<file path="src/rtl/ahbl_pipe_pkg.sv">
package ahbl_pipe_pkg;

  typedef enum logic [1:0] {
    TR_IDLE   = 2'b00,
    TR_BUSY   = 2'b01,
    TR_NONSEQ = 2'b10,
    TR_SEQ    = 2'b11
  } trans_e;

  localparam logic [2:0] SZ_WORD = 3'b010;

  // NONSEQ and SEQ both carry bit 1 set; IDLE and BUSY do not.
  function automatic logic trans_moves(input logic [1:0] tr);
    return tr[1];
  endfunction

  // Only aligned whole-word transfers are serviced.
  function automatic logic word_shape_ok(input logic [2:0] sz, input logic [1:0] lo);
    return (sz == SZ_WORD) && (lo == 2'b00);
  endfunction

  function automatic logic take_addr(input logic sel, input logic rdy,
                                     input logic [1:0] tr, input logic [2:0] sz,
                                     input logic [1:0] lo);
    return sel && rdy && trans_moves(tr) && word_shape_ok(sz, lo);
  endfunction

endpackage

</file>
<file path="src/rtl/ahbl_pipe_addr_stage.sv">
module ahbl_pipe_addr_stage
  import ahbl_pipe_pkg::*;
#(
  parameter int DEPTH = 64,
  localparam int IDX_W = $clog2(DEPTH),
  localparam int ADDR_W = IDX_W + 2
) (
  input  logic              clk,
  input  logic              rst_n,
  input  logic              sel,
  input  logic [ADDR_W-1:0] addr,
  input  logic [1:0]        trans,
  input  logic              write,
  input  logic [2:0]        size,
  input  logic              ready_in,
  input  logic              wait_in,
  output logic              accept,
  output logic              dp_valid,
  output logic              dp_write,
  output logic [IDX_W-1:0]  dp_idx,
  output logic              dp_wait
);

  assign accept = take_addr(sel, ready_in, trans, size, addr[1:0]);

  // Data-phase stage: advances only when the bus is ready.
  always_ff @(posedge clk or negedge rst_n) begin
    if (!rst_n) begin
      dp_valid <= 1'b0;
      dp_write <= 1'b0;
      dp_idx   <= '0;
    end else if (ready_in) begin
      dp_valid <= accept;
      if (accept) begin
        dp_write <= write;
        dp_idx   <= addr[ADDR_W-1:2];
      end
    end
  end

  // The wait flag lives for one cycle: a low ready clears it.
  always_ff @(posedge clk or negedge rst_n) begin
    if (!rst_n) dp_wait <= 1'b0;
    else        dp_wait <= ready_in ? (accept && wait_in) : 1'b0;
  end

  p_accept_loads_r2: assert property (@(posedge clk) disable iff (!rst_n)
    accept |=> dp_valid);

  p_idle_drops_r7: assert property (@(posedge clk) disable iff (!rst_n)
    (ready_in && !accept) |=> !dp_valid);

  p_stall_holds_r6: assert property (@(posedge clk) disable iff (!rst_n)
    !ready_in |=> ($stable(dp_valid) && $stable(dp_write) && $stable(dp_idx)));

endmodule

</file>
<file path="src/rtl/ahbl_pipe_resp.sv">
module ahbl_pipe_resp (
  input  logic clk,
  input  logic rst_n,
  input  logic dp_valid,
  input  logic dp_write,
  input  logic dp_wait,
  output logic ready_out,
  output logic resp,
  output logic wr_en,
  output logic rd_en
);

  assign ready_out = !(dp_valid && dp_wait);
  assign resp      = 1'b0;
  assign wr_en     = dp_valid && dp_write && ready_out;
  assign rd_en     = dp_valid && !dp_write;

  p_single_wait_r5: assert property (@(posedge clk) disable iff (!rst_n)
    !ready_out |=> ready_out);

endmodule

</file>
<file path="src/rtl/ahbl_pipe_store.sv">
module ahbl_pipe_store #(
  parameter int DEPTH = 64,
  parameter int DATA_W = 32,
  localparam int IDX_W = $clog2(DEPTH)
) (
  input  logic              clk,
  input  logic              rst_n,
  input  logic              wr_en,
  input  logic              rd_en,
  input  logic [IDX_W-1:0]  idx,
  input  logic [DATA_W-1:0] wdata,
  output logic [DATA_W-1:0] rdata
);

  logic [DATA_W-1:0] words [DEPTH];

  for (genvar g = 0; g < DEPTH; g++) begin : g_word
    always_ff @(posedge clk or negedge rst_n) begin
      if (!rst_n)                               words[g] <= '0;
      else if (wr_en && (idx == IDX_W'(g)))     words[g] <= wdata;
    end
  end

  // Direct read of the register array gives read-after-write for free.
  assign rdata = rd_en ? words[idx] : '0;

endmodule

</file>
<file path="src/rtl/ahbl_pipe_mem.sv">
module ahbl_pipe_mem #(
  parameter int DEPTH = 64,
  parameter int DATA_W = 32,
  localparam int IDX_W = $clog2(DEPTH),
  localparam int ADDR_W = IDX_W + 2
) (
  input  logic              hclk,
  input  logic              hresetn,
  input  logic              hsel,
  input  logic [ADDR_W-1:0] haddr,
  input  logic [1:0]        htrans,
  input  logic              hwrite,
  input  logic [2:0]        hsize,
  input  logic [DATA_W-1:0] hwdata,
  input  logic              hready,
  input  logic              stall_req,
  output logic [DATA_W-1:0] hrdata,
  output logic              hreadyout,
  output logic              hresp
);

  logic             accept;
  logic             dp_valid;
  logic             dp_write;
  logic [IDX_W-1:0] dp_idx;
  logic             dp_wait;
  logic             wr_en;
  logic             rd_en;

  ahbl_pipe_addr_stage #(.DEPTH(DEPTH)) u_addr (
    .clk(hclk), .rst_n(hresetn), .sel(hsel), .addr(haddr), .trans(htrans),
    .write(hwrite), .size(hsize), .ready_in(hready), .wait_in(stall_req),
    .accept(accept), .dp_valid(dp_valid), .dp_write(dp_write),
    .dp_idx(dp_idx), .dp_wait(dp_wait)
  );

  ahbl_pipe_resp u_resp (
    .clk(hclk), .rst_n(hresetn), .dp_valid(dp_valid), .dp_write(dp_write),
    .dp_wait(dp_wait), .ready_out(hreadyout), .resp(hresp),
    .wr_en(wr_en), .rd_en(rd_en)
  );

  ahbl_pipe_store #(.DEPTH(DEPTH), .DATA_W(DATA_W)) u_store (
    .clk(hclk), .rst_n(hresetn), .wr_en(wr_en), .rd_en(rd_en),
    .idx(dp_idx), .wdata(hwdata), .rdata(hrdata)
  );

  p_wait_inserted_r5: assert property (@(posedge hclk) disable iff (!hresetn)
    (accept && stall_req) |=> !hreadyout);

  p_no_wait_r4: assert property (@(posedge hclk) disable iff (!hresetn)
    (hready && !(accept && stall_req)) |=> hreadyout);

  p_raw_fresh_r8: assert property (@(posedge hclk) disable iff (!hresetn)
    wr_en |=> (!(rd_en && (dp_idx == $past(dp_idx))) || (hrdata == $past(hwdata))));

endmodule

</file>
<file path="config.mk">
export PLATFORM = sky130hd
export DESIGN_NAME = ahbl_pipe_mem
export DESIGN_NICKNAME = d
export VERILOG_FILES = /design/src/rtl/ahbl_pipe_pkg.sv /design/src/rtl/ahbl_pipe_addr_stage.sv /design/src/rtl/ahbl_pipe_resp.sv /design/src/rtl/ahbl_pipe_store.sv /design/src/rtl/ahbl_pipe_mem.sv
export SDC_FILE = /design/constraint.sdc
export NUM_CORES = 2
export LEC_CHECK = 0
export ABC_AREA = 1
export BUFFER_PORTS_ARGS = -buffer_cell sky130_fd_sc_hd__buf_2
export CAP_MARGIN = 20
export CORE_MARGIN = 2
export CORE_UTILIZATION = 30
export DETAILED_ROUTE_END_ITERATION = 7
export GPL_TIMING_DRIVEN = 1
export SKIP_CTS_REPAIR_TIMING = 1
export SLEW_MARGIN = 40
export SYNTH_ARGS = -nofsm -noshare
export SYNTH_HDL_FRONTEND = slang
export SYNTH_HIERARCHICAL = 1
export SYNTH_SLANG_ARGS = --single-unit
</file>
<file path="constraint.sdc">
create_clock -name hclk -period 7.01 [get_ports hclk]
set_clock_uncertainty 0.2 [all_clocks]
set_input_delay 1.402 -clock hclk [delete_from_list [all_inputs] [get_ports hclk]]
set_output_delay 1.402 -clock hclk [all_outputs]
set_load 0.01 [all_outputs]
</file>
After elaboration in Yosys (flattened, before gate mapping):

Cells that the tools add are included.

* register bits: 2057
* input port bits: 51
* output and inout bits: 34

* order comparisons: 1
* equal/unequal tests: 64
* muxes and demuxes: 5
* bitwise operators: 1
* reduce and logical (&&, ||, !) cells: 78

Operators by type and width (count)
* 32-bit binary-select mux with 6-bit select: 1
* 6-bit equality test (second input constant): 32
* 6-bit by 5-bit equality test with 1-bit output (second input constant): 16
* 32-bit 2-to-1 mux: 3
* 1-bit logical AND: 73
* 6-bit by 4-bit equality test with 1-bit output (second input constant): 8
* 6-bit by 3-bit equality test with 1-bit output (second input constant): 4
* 6-bit by 2-bit equality test with 1-bit output (second input constant): 2
* 7-bit >= comparator (second input constant): 1
* 6-bit inverter with 7-bit output: 1
* 6-bit by 1-bit equality test with 1-bit output (second input constant): 1
* 6-bit logical NOT: 1
* 3-bit by 2-bit equality test with 1-bit output (second input constant): 1
* 1-bit logical NOT: 2
* 2-bit logical NOT: 1
* 2-bit AND reduction: 1
* 1-bit 2-to-1 mux: 1

Logic depth before layout (Yosys ltp):

* depth in word-level cells: 5
* gate-level depth with buffers: 14
* depth with buffers taken out: 11

Modules after synthesis:

Netlist, hierarchy kept.

Modules (own cells, without submodules)
* ahbl_pipe_store: instances 1, cells each 12657, area an instance 94649.5 um^2, sequential area each 51249.2 um^2
* ahbl_pipe_addr_stage: instances 1, cells each 46, area an instance 415.4 um^2, sequential area each 225.2 um^2
* ahbl_pipe_resp: instances 1, cells each 9, area an instance 37.5 um^2, sequential area each 0.0 um^2

Least setup slack after synthesis:

OpenSTA, ideal clock, no wires.

* kind: flip-flop to output port
* start: register u_addr.dp_idx[0]
* end: output hrdata[25]
* data arrival time: 1.751 ns
* data required time: 5.408 ns
* slack: 3.657 ns
* stages on the path, launching flop included: 15
* buffers on the path: 3
* path through: dfrtp_1 buf_4 inv_2 buf_2 buf_1 nand2_1 nand2_1 nand2_1 nand2_1 nand2_1 nand2_1 o21ai_0 nand2_1 nor2_1 nor2_1

* longest elaborated chain between the ends: 5

RTL lines
* from (decl): line ahbl_pipe_addr_stage.sv:20 `output logic [IDX_W-1:0] dp_idx,`
* from (signal assigned): line ahbl_pipe_addr_stage.sv:36 `dp_idx <= addr[ADDR_W-1:2];`
* 6-bit inverter with 7-bit output (not written as such): line ahbl_pipe_store.sv:25 `assign rdata = rd_en ? words[idx] : '0;`
* 32-bit binary-select mux with 6-bit select: line ahbl_pipe_store.sv:25
* 32-bit 2-to-1 mux (not written as such) (2 in series): line ahbl_pipe_store.sv:25
* 32-bit 2-to-1 mux: line ahbl_pipe_store.sv:25
* to (decl): line ahbl_pipe_mem.sv:17 `output logic [DATA_W-1:0] hrdata,`

No other way between the ends. The select of a mux whose other input is x is not followed.

Final worst setup path:

* start: register u_addr.dp_idx[0]
* end: output hrdata[17]

Same word-level chain as after synthesis.

==> impl_metrics.yaml <==
status:
  status: "complete, no violations"
worst_setup_path:
  worstSetupPathType: "reg2out"
  slowest_delay_ns: 0.78
  cp_common_cell: "nand2_1"
  cp-start-kind: "flop"
  crit_required_ns: 5.41
  endpoint_kind: "primary output"
  path_buf_inv: 3
  worstPathArrival_ns: 4.64
  path_cells: "inv_12 -> buf_4 -> nand2_1 -> nand2_1 -> nand2_1 -> nand3_1 -> nand2_1 -> nand2_1 -> o21ai_0 -> nand2_1 -> nor2_1 -> nor2_1 -> buf_2"
  cp_slowest_cell: "dfrtp_4"
  worstPathMaxFanout: 118
  critPathTopFamily: "simple AND/OR/NAND/NOR gates"
detailed_routing:
  drcViolationCount: 0
  drt_first_pass_iters: 5
  highest_layer: "met5"
  route.met2.wl_um: 136300
  vias: 79930
  wl_met1_um: 133300
  viasPerCell: 4.818
  postRouteAntennaNets: 0
  routedWlPerCell_um: 17.91
  wl_um: 297200
  drtIter0Drc: 8541
  route.met3.wl_um: 16420
timing:
  rsz0062_at_grt: "no"
  setup_viol: 0
  min_period_ns: 6.243
  finalCritPeriodShare: 0.8906
  setup_tns_ns: 0
  relSlewSlack: 0.3561
  drv_slew: 0
  tightest_slew_ns: 0.9623
  hold_viol_final: 0
  max_freq_mhz: 160.2
clocking:
  cts_tree: "done"
  cts_buffers: 216
  h-tree-depth: 4
  clock_sinks: 2057
  clk_path_buf_depth: 3
  path_clk_slew_ns: 0.06
  cts_root_buffer: "clkbuf_16"
  clk_latency_ns: 0.87
power_and_ir_drop:
  p_per_area_nw_per_um2: 253.6
  power_mw: 27.18
  ir_drop_v: 0.0002779
  p_leak_nw: 56.06
worst_hold_path:
  hold_class: "in2async"
logic_synthesis:
  yosys_warnings: 6
  netlist_instances: 12710
  syn-cell-area_sq_um: 95100
  syn_avg_cell_area_sq_um: 7.482
  syn-num-nets: 12760
die:
  die_w_um: 567.0
  num_rows: 206
  core_area_sq_um: 315200
  dieArea_sq_um: 321500
  die_y_um: 567.0
  initial_utilization: 0.3017
  io-pin-count: 85
place:
  dp_hpwl_um: 164800
  routabilityCongestion: 0.8050
  numPortBuffers: 82
  placed_area_sq_um: 99090
cells_and_area:
  area_delta_synth_final_pct: 12.68
  design_area_sq_um: 107200
  layout-drive-gt1-share: 0.06341
  nets: 12280
global_route:
  grt_pass1_vias: 75220
  grt_pass1_wl_um: 463500
  grt_util_all_layers: 0.1828
  antenna_found_initial: 20
  gr-total-overflow: 0
  grt_max_degree: 180
flow_run:
  maxCapViolCount: 0
==> path summary, 6_finish.rpt <==
| check | start | endpoint | slack [ns] | cells after the start |
|---|---|---|---|---|
| worst max-delay path | u_addr/dp_idx[0] | hrdata[17] | 0.77 | 13 |
| worst min-delay path | hresetn | u_store/words[408] | 0.21 | 1 |
| worst max register to register | u_addr/dp_idx[0] | u_store/words[696] | 2.86 | 8 |
| worst min register to register | u_store/words[1666] | u_store/words[1666] | 0.28 | 2 |
| max in group asynchronous | hresetn | u_store/words[1566] | 4.66 | 4 |
| min in group hclk | u_store/words[1666] | u_store/words[1666] | 0.28 | 2 |
==> power by group <==
| group | total, mW | switching (mW) | internal (mW) |
|---|---|---|---|
| logic | 3.07 | 2.31 | 0.756 |
| registers | 11.9 | 0.0228 | 11.9 |
| clock network | 12.2 | 4.97 | 7.23 |
==> state kept, by name, indices dropped and copies added, names as in the netlist <==
| name | flops |
|---|---|
| u_store/words | 2048 |
| u_addr/dp_idx | 6 |
| u_addr/dp_valid | 1 |
| u_addr/dp_wait | 1 |
| u_addr/dp_write | 1 |
==> metal layers <==
metal,track usage,vias to the layer above
met4,0.06974,12
met1,0.2454,38380
met2,0.2998,2078
li1,-,39020
met5,0,-
met3,0.02346,443
==> metrics by stage <==
| step | setup WS [ns] | hold slack [ns] | instances | utilization |
|---|---|---|---|---|
| 3_3_place_gp | 1.669 | 0.2649 | 16140 | 0.3133 |
| 4_1_cts | 0.8197 | 0.2868 | 16560 | 0.3385 |
| 6_report | 0.7671 | 0.2148 | 16590 | 0.3399 |
| 5_1_grt | 0.7441 | 0.2272 | 16590 | 0.3399 |
| 2_1_floorplan | 3.657 | 0.2366 | 12710 | - |
| 3_5_place_dp | 1.784 | 0.2725 | 16150 | 0.3144 |
==> layout make-up <==
class / instances / area, sq um
sequential: 2057 / 51480
tap: 4160 / 5205
clock inverter: 86 / 1226
antenna: 19 / 47.55
multi-input combinational: 9539 / 39420
timing repair buffer: 290 / 2894
fill: 33460 / 208100
inverter: 120 / 489.2
clock buffer: 319 / 6386
==> placed cells by master (no fill, tap or decap), types with 47 or more instances in the layout <==
| cell type | n |
|---|---|
| inv_1 | 76 |
| dfrtp_1 | 2055 |
| nand3_1 | 231 |
| buf_4 | 140 |
| o21ai_1 | 149 |
| nor2_1 | 103 |
| clkbuf_1 | 47 |
| clkbuf_8 | 53 |
| nand2_2 | 58 |
| clkbuf_16 | 219 |
| o21ai_0 | 2060 |
| buf_12 | 49 |
| buf_2 | 81 |
| nand2_1 | 6838 |
Power figures use the tool's default switching activity.
